**src/rtl/nsh_pkg.sv**
```systemverilog
package nsh_pkg;

    // Operation codes; the numeric order is the external encoding.
    typedef enum logic [3:0] {
        OP_SRL_V  = 4'd0,
        OP_SLL_V  = 4'd1,
        OP_ROR_V  = 4'd2,
        OP_ROL_V  = 4'd3,
        OP_SRL_A  = 4'd4,
        OP_SLL_A  = 4'd5,
        OP_SRL_B  = 4'd6,
        OP_SLL_B  = 4'd7,
        OP_LDA_V  = 4'd8,
        OP_LDB_V  = 4'd9,
        OP_SRA_V  = 4'd10,
        OP_SRA_A  = 4'd11,
        OP_SRA_B  = 4'd12,
        OP_NORM   = 4'd13,
        OP_NORM_A = 4'd14,
        OP_NORM_B = 4'd15
    } op_e;

    typedef enum logic [1:0] {
        SK_LOGIC,
        SK_ARITH,
        SK_ROTATE,
        SK_PASS
    } shk_e;

    typedef enum logic [1:0] {
        AS_PORT,
        AS_REGA,
        AS_REGB,
        AS_PENC
    } asrc_e;

    typedef struct packed {
        shk_e  kind;
        logic  left;
        asrc_e src;
        logic  wr_a;
        logic  wr_b;
        logic  norm;
    } ctl_t;

endpackage

```
**src/rtl/nsh_decode.sv**
```systemverilog
module nsh_decode
    import nsh_pkg::*;
(
    input  op_e  op,
    output ctl_t ctl
);

    always_comb begin
        ctl      = '0;
        ctl.kind = SK_LOGIC;
        ctl.src  = AS_PORT;
        unique case (op)
            OP_SRL_V:  begin ctl.kind = SK_LOGIC;  ctl.src = AS_PORT; end
            OP_SLL_V:  begin ctl.kind = SK_LOGIC;  ctl.src = AS_PORT; ctl.left = 1'b1; end
            OP_ROR_V:  begin ctl.kind = SK_ROTATE; ctl.src = AS_PORT; end
            OP_ROL_V:  begin ctl.kind = SK_ROTATE; ctl.src = AS_PORT; ctl.left = 1'b1; end
            OP_SRL_A:  begin ctl.kind = SK_LOGIC;  ctl.src = AS_REGA; end
            OP_SLL_A:  begin ctl.kind = SK_LOGIC;  ctl.src = AS_REGA; ctl.left = 1'b1; end
            OP_SRL_B:  begin ctl.kind = SK_LOGIC;  ctl.src = AS_REGB; end
            OP_SLL_B:  begin ctl.kind = SK_LOGIC;  ctl.src = AS_REGB; ctl.left = 1'b1; end
            OP_LDA_V:  begin ctl.kind = SK_PASS;   ctl.wr_a = 1'b1; end
            OP_LDB_V:  begin ctl.kind = SK_PASS;   ctl.wr_b = 1'b1; end
            OP_SRA_V:  begin ctl.kind = SK_ARITH;  ctl.src = AS_PORT; end
            OP_SRA_A:  begin ctl.kind = SK_ARITH;  ctl.src = AS_REGA; end
            OP_SRA_B:  begin ctl.kind = SK_ARITH;  ctl.src = AS_REGB; end
            OP_NORM:   begin ctl.kind = SK_LOGIC;  ctl.src = AS_PENC; ctl.left = 1'b1;
                             ctl.norm = 1'b1; end
            OP_NORM_A: begin ctl.kind = SK_LOGIC;  ctl.src = AS_PENC; ctl.left = 1'b1;
                             ctl.norm = 1'b1; ctl.wr_a = 1'b1; end
            OP_NORM_B: begin ctl.kind = SK_LOGIC;  ctl.src = AS_PENC; ctl.left = 1'b1;
                             ctl.norm = 1'b1; ctl.wr_b = 1'b1; end
        endcase
    end

endmodule

```
**src/rtl/nsh_penc.sv**
```systemverilog
module nsh_penc #(
    parameter int W = 16,
    localparam int AW = $clog2(W)
) (
    input  logic [W-1:0]  d,
    output logic [AW-1:0] cnt
);

    // Count of sign copies directly below the sign bit (at most W-1).
    always_comb begin
        logic stop;
        cnt  = '0;
        stop = 1'b0;
        for (int i = W - 2; i >= 0; i--) begin
            if (!stop) begin
                if (d[i] == d[W-1]) cnt = cnt + AW'(1);
                else                stop = 1'b1;
            end
        end
    end

endmodule

```
**src/rtl/nsh_barrel.sv**
```systemverilog
module nsh_barrel
    import nsh_pkg::*;
#(
    parameter int W = 16,
    localparam int AW = $clog2(W)
) (
    input  logic [W-1:0]  din,
    input  logic [AW-1:0] amt,
    input  logic          left,
    input  shk_e          kind,
    output logic [W-1:0]  dout
);

    logic [W-1:0] flip_in;
    logic [W-1:0] flip_out;
    logic [W-1:0] stg [AW+1];
    logic         fill;

    // Left moves reuse the right-moving stages on a bit-reversed word.
    for (genvar i = 0; i < W; i++) begin : g_rev
        assign flip_in[i]  = din[W-1-i];
        assign flip_out[i] = stg[AW][W-1-i];
    end

    assign fill   = (kind == SK_ARITH) ? din[W-1] : 1'b0;
    assign stg[0] = left ? flip_in : din;

    for (genvar s = 0; s < AW; s++) begin : g_stage
        localparam int K = 1 << s;
        logic [W-1:0] moved;
        assign moved = (kind == SK_ROTATE) ? {stg[s][K-1:0], stg[s][W-1:K]}
                                           : {{K{fill}}, stg[s][W-1:K]};
        assign stg[s+1] = amt[s] ? moved : stg[s];
    end

    assign dout = left ? flip_out : stg[AW];

endmodule

```
**src/rtl/norm_shifter.sv**
```systemverilog
module norm_shifter
    import nsh_pkg::*;
#(
    parameter int W = 16,
    localparam int AW = $clog2(W)
) (
    input  logic          clk,
    input  logic          clr,
    input  logic [W-1:0]  data_in,
    input  logic [3:0]    op_in,
    input  logic [AW-1:0] amt_in,
    input  logic          amt_lock,
    output logic [AW-1:0] amt_out,
    output logic          amt_oe,
    output logic [W-1:0]  data_out
);

    // Stage 1: latched operation and operands
    op_e           op_q;
    logic [W-1:0]  din_q;
    logic [AW-1:0] amt_q;
    logic          lock_q;

    // Stage 2: result and amount registers
    logic [W-1:0]  dout_q;
    logic [AW-1:0] reg_a;
    logic [AW-1:0] reg_b;

    ctl_t          ctl;
    logic [AW-1:0] pe_cnt;
    logic [AW-1:0] sel_amt;
    logic [AW-1:0] shift_amt;
    logic [W-1:0]  shifted;

    always_ff @(posedge clk) begin
        if (clr) begin
            op_q   <= OP_SRL_V;
            din_q  <= '0;
            amt_q  <= '0;
            lock_q <= 1'b0;
        end else begin
            op_q   <= op_e'(op_in);
            din_q  <= data_in;
            amt_q  <= amt_in;
            lock_q <= amt_lock;
        end
    end

    nsh_decode u_dec (
        .op  (op_q),
        .ctl (ctl)
    );

    nsh_penc #(.W(W)) u_penc (
        .d   (din_q),
        .cnt (pe_cnt)
    );

    always_comb begin
        unique case (ctl.src)
            AS_PORT: sel_amt = amt_q;
            AS_REGA: sel_amt = reg_a;
            AS_REGB: sel_amt = reg_b;
            AS_PENC: sel_amt = pe_cnt;
        endcase
    end

    assign shift_amt = (ctl.kind == SK_PASS) ? '0 : sel_amt;

    nsh_barrel #(.W(W)) u_bar (
        .din  (din_q),
        .amt  (shift_amt),
        .left (ctl.left),
        .kind (ctl.kind),
        .dout (shifted)
    );

    always_ff @(posedge clk) begin
        if (clr) begin
            dout_q <= '0;
            reg_a  <= '0;
            reg_b  <= '0;
        end else begin
            dout_q <= shifted;
            if (ctl.wr_a) reg_a <= ctl.norm ? pe_cnt : amt_q;
            if (ctl.wr_b) reg_b <= ctl.norm ? pe_cnt : amt_q;
        end
    end

    assign data_out = dout_q;
    assign amt_oe   = ctl.norm & ~lock_q;
    assign amt_out  = amt_oe ? pe_cnt : '0;

endmodule

```
**config.mk**
```make
export PLATFORM = sky130hd
export DESIGN_NAME = norm_shifter
export DESIGN_NICKNAME = d
export VERILOG_FILES = /design/src/rtl/nsh_pkg.sv /design/src/rtl/nsh_decode.sv /design/src/rtl/nsh_penc.sv /design/src/rtl/nsh_barrel.sv /design/src/rtl/norm_shifter.sv
export SDC_FILE = /design/constraint.sdc
export NUM_CORES = 1
export LEC_CHECK = 0
export BUFFER_PORTS_ARGS = -buffer_cell sky130_fd_sc_hd__buf_2
export CAP_MARGIN = 30
export CORE_MARGIN = 5
export CORE_UTILIZATION = 38
export DETAILED_ROUTE_END_ITERATION = 7
export SLEW_MARGIN = 20
export SYNTH_ARGS = -nofsm -noshare
export SYNTH_HDL_FRONTEND = slang
export SYNTH_SLANG_ARGS = --single-unit
```
**constraint.sdc**
```tcl
create_clock -name clk -period 12.03 [get_ports clk]
set_input_delay 3.0075 -clock clk [delete_from_list [all_inputs] [get_ports clk]]
set_output_delay 3.0075 -clock clk [all_outputs]
set_load 0.01 [all_outputs]
```
==> metrics <==
status finished clean; RePlAce Congestion 0.902; syn_nets 658; routing usage on met1 25.6%; DP Wirelength 10600 µm; setup TNS 0 ns; Min-Delay Path Class reg2reg; routing usage on met2 32.3%; Critical Path Fanout Max 3; setup repair after global routing missed its margin true; critical path class reg2out; reg2reg path depth 53; arrival time worst endpoint 8.78 ns; most common cell after layout, fill and taps aside nand2_1; Ys Warns 0; Core Util, Final 46.0%; Setup WS post-layout 0.238 ns; average size of a mapped cell 7.76 µm²; Gate Count Post-Synth 619; share of cells above drive strength 1 25.2%; R2R Setup Slk 1.55 ns; GRT Overall Usage 19.3%; post-synthesis sequential area ratio 20.4%; first-pass GRT wire length 23600 µm; Vias 5059; worst hold start reg_b[3]$_SDFFE_PP0P_; Routed WL 14900 µm; crit share post-route 98.0%; core outline area 12500 µm²; Hold EP reg_b[3]$_SDFFE_PP0P_; dpl ws -0.124 ns; WHS Path Cells 2; Fin. Hold Viols 0; post-detailed-route wirelength per cell 17.7 µm; placed instance area 5210 µm²; asr flop ratio synth 0%; setup violators final 0; vias in the first global route 4692; deepest clock path buffer count 2; CTS tree yes; Num CTS Buffers 5; Tmin final 11.79 ns; worst slew pin tran 0.860 ns; antenna fix cells 0; Slowest cell on crit path or4_4; DIE WIDTH 122 µm; Die ar. 15000 µm²; most frequent cells in the layout 54 x nand2_1, 47 x nor2_1, 47 x buf_2; clk_lat worst skew 0.30 ns; pin count of the biggest net entering global routing 41; leak pwr 2.25 nW; EDFF count, synth 0; CP max stage delay 0.47 ns; initial antenna violation count 0; Reg-to-Reg Start din_q[14]$_SDFF_PP0_; CTS root buf clkbuf_16; Peak supply drop 0.0679 mV; max-cap violations 0; P per Cell Area 113 nW/µm²; clk sinks 49; port bufs 47; cell area after synthesis 4800 µm²; final net count 709; area delta synth->final 19.8%; DRT antenna net count 0; flops & latches, synth 49; initial drt markers 423; Design Area, Final 5760 µm²; post-detailed-route via-to-cell ratio 6.00; Fmax 84.8 MHz; gr busiest metal met2; register clock-pin slew on the reported worst setup and hold paths 0.07 ns; Die Ht 122 µm; # DRC 0; met3 Resource Use GR 2.58%; CP startpoint kind flop; grt ovf 0; Slew Limit Fails 0; Top FF cell, synth dfxtp_1; Max Clock Skew 0.00623 ns; Initial Util 38.4%; Critical Path RT 9.02 ns; synth unique cells 92; row cnt 41; sequential standard cell area 987 µm²; Critical Path Sink Type primary output; Pre-antenna DRT Iters 5; multi-input logic area 3800 µm²; Rel. slew slack 42.2%; RR Endpoint data_out[3]$_SDFF_PP0_; H-tree levels 2; filler cell count 1256; # IOs 48
where the power goes:
group / leakage, nW / internal (W) / switching [W]
Sequential: 0.406 / 0.000175 / 0.0000149
Combinational: 1.77 / 0.000135 / 0.000160
Clock: 0.0810 / 0.0000987 / 0.0000650
Total: 2.25 / 0.000409 / 0.000240
Yosys cell counts, types with 6 or more instances:
cell type,n,area share [%]
nand2_1,58,4.5
dfxtp_1,49,20
nor2_1,49,3.8
mux2i_1,42,8.7
nor2b_1,29,3.8
a21oi_1,28,2.9
o22ai_1,28,3.6
clkbuf_1,26,2.0
o21ai_0,25,2.6
nor3_1,15,1.6
o211ai_1,14,2.2
inv_1,13,1.0
nand3_1,13,1.4
ha_1,12,3.1
nand2b_1,12,1.6
mux2_2,10,2.3
a211oi_1,9,1.4
buf_2,9,0.94
a31oi_1,8,1.0
and2_1,8,1.0
nand4_1,8,1.0
or3_1,8,1.0
a221oi_1,7,1.3
o21a_1,6,0.94
o221ai_1,6,1.1
xnor2_1,6,1.1
timing repair:
item / CTS / global route
setup endpoints to repair: 3 / 3
setup buffers: 11 / 9
gates resized for setup: 22 / 24
hold buffers: 0 / 0
pin swaps: 17 / 33
routing by layer:
| metal | vias up | share of wire [%] |
|---|---|---|
| li1 | 2453 | - |
| met1 | 2352 | 43 |
| met2 | 216 | 47 |
| met3 | 38 | 6.5 |
| met4 | 0 | 3.1 |
| met5 | - | 0 |
through the flow:
stage / total power, W / instances / hold slack (ns)
2_1_floorplan: 0.000370 / 619 / 0.460
3_3_place_gp: 0.000428 / 815 / 0.494
3_5_place_dp: 0.000433 / 815 / 0.501
4_1_cts: 0.000618 / 834 / 0.511
5_1_grt: 0.000686 / 843 / 0.542
6_report: 0.000649 / 843 / 0.507
area by class of cell:
| cell class | instances | area share [%] |
|---|---|---|
| Timing Repair Buffer | 86 | 9.24 |
| Tap cell | 172 | 3.74 |
| Sequential cell | 49 | 17.1 |
| Clock buffer | 6 | 2.24 |
| Multi-Input combinational cell | 513 | 66.0 |
| Inverter | 15 | 0.978 |
| Clock inverter | 2 | 0.674 |
cell families after synthesis:
logic type	Yosys count	synth area share (%)
adders and majority gates	12	3.12
buffers and inverters	57	5.16
DFF	49	20.4
AOI/OAI and AO/OA	197	30.6
xor gates and xnor gates	11	2.32
muxes	56	12.2
and+or+nand+nor	237	26.2
sequential cells by signal, summed over array words and instances (netlist names):
register / flops
amt_q: 4
data_out: 16
din_q: 16
lock_q: 1
op_q: 4
reg_a: 4
reg_b: 4
worst max path at each step:
stage / endpoint / from / slack, ns
finish: amt_out[2] / din_q[14]$_SDFF_PP0_ / 0.24
detailed placement: amt_out[2] / din_q[14]$_SDFF_PP0_ / -0.12
global placement: amt_out[2] / din_q[14]$_SDFF_PP0_ / 0.19
floorplan: amt_out[2] / din_q[15]$_SDFF_PP0_ / 0.21
CTS: amt_out[2] / din_q[14]$_SDFF_PP0_ / 0.005
global route: amt_out[2] / din_q[14]$_SDFF_PP0_ / -0.17
worst max-delay path: cells and delay by family (launching register included):
family | cells | cell delay, ns
simple gates | 12 | 1.98
fa+ha+maj | 11 | 2.83
flops | 1 | 0.33
xor+xnor | 1 | 0.09
mux | 2 | 0.43
buf+inv | 3 | 0.33
compound gates | 17 | 2.48
Note: power is estimated with default switching activity, not from simulation.
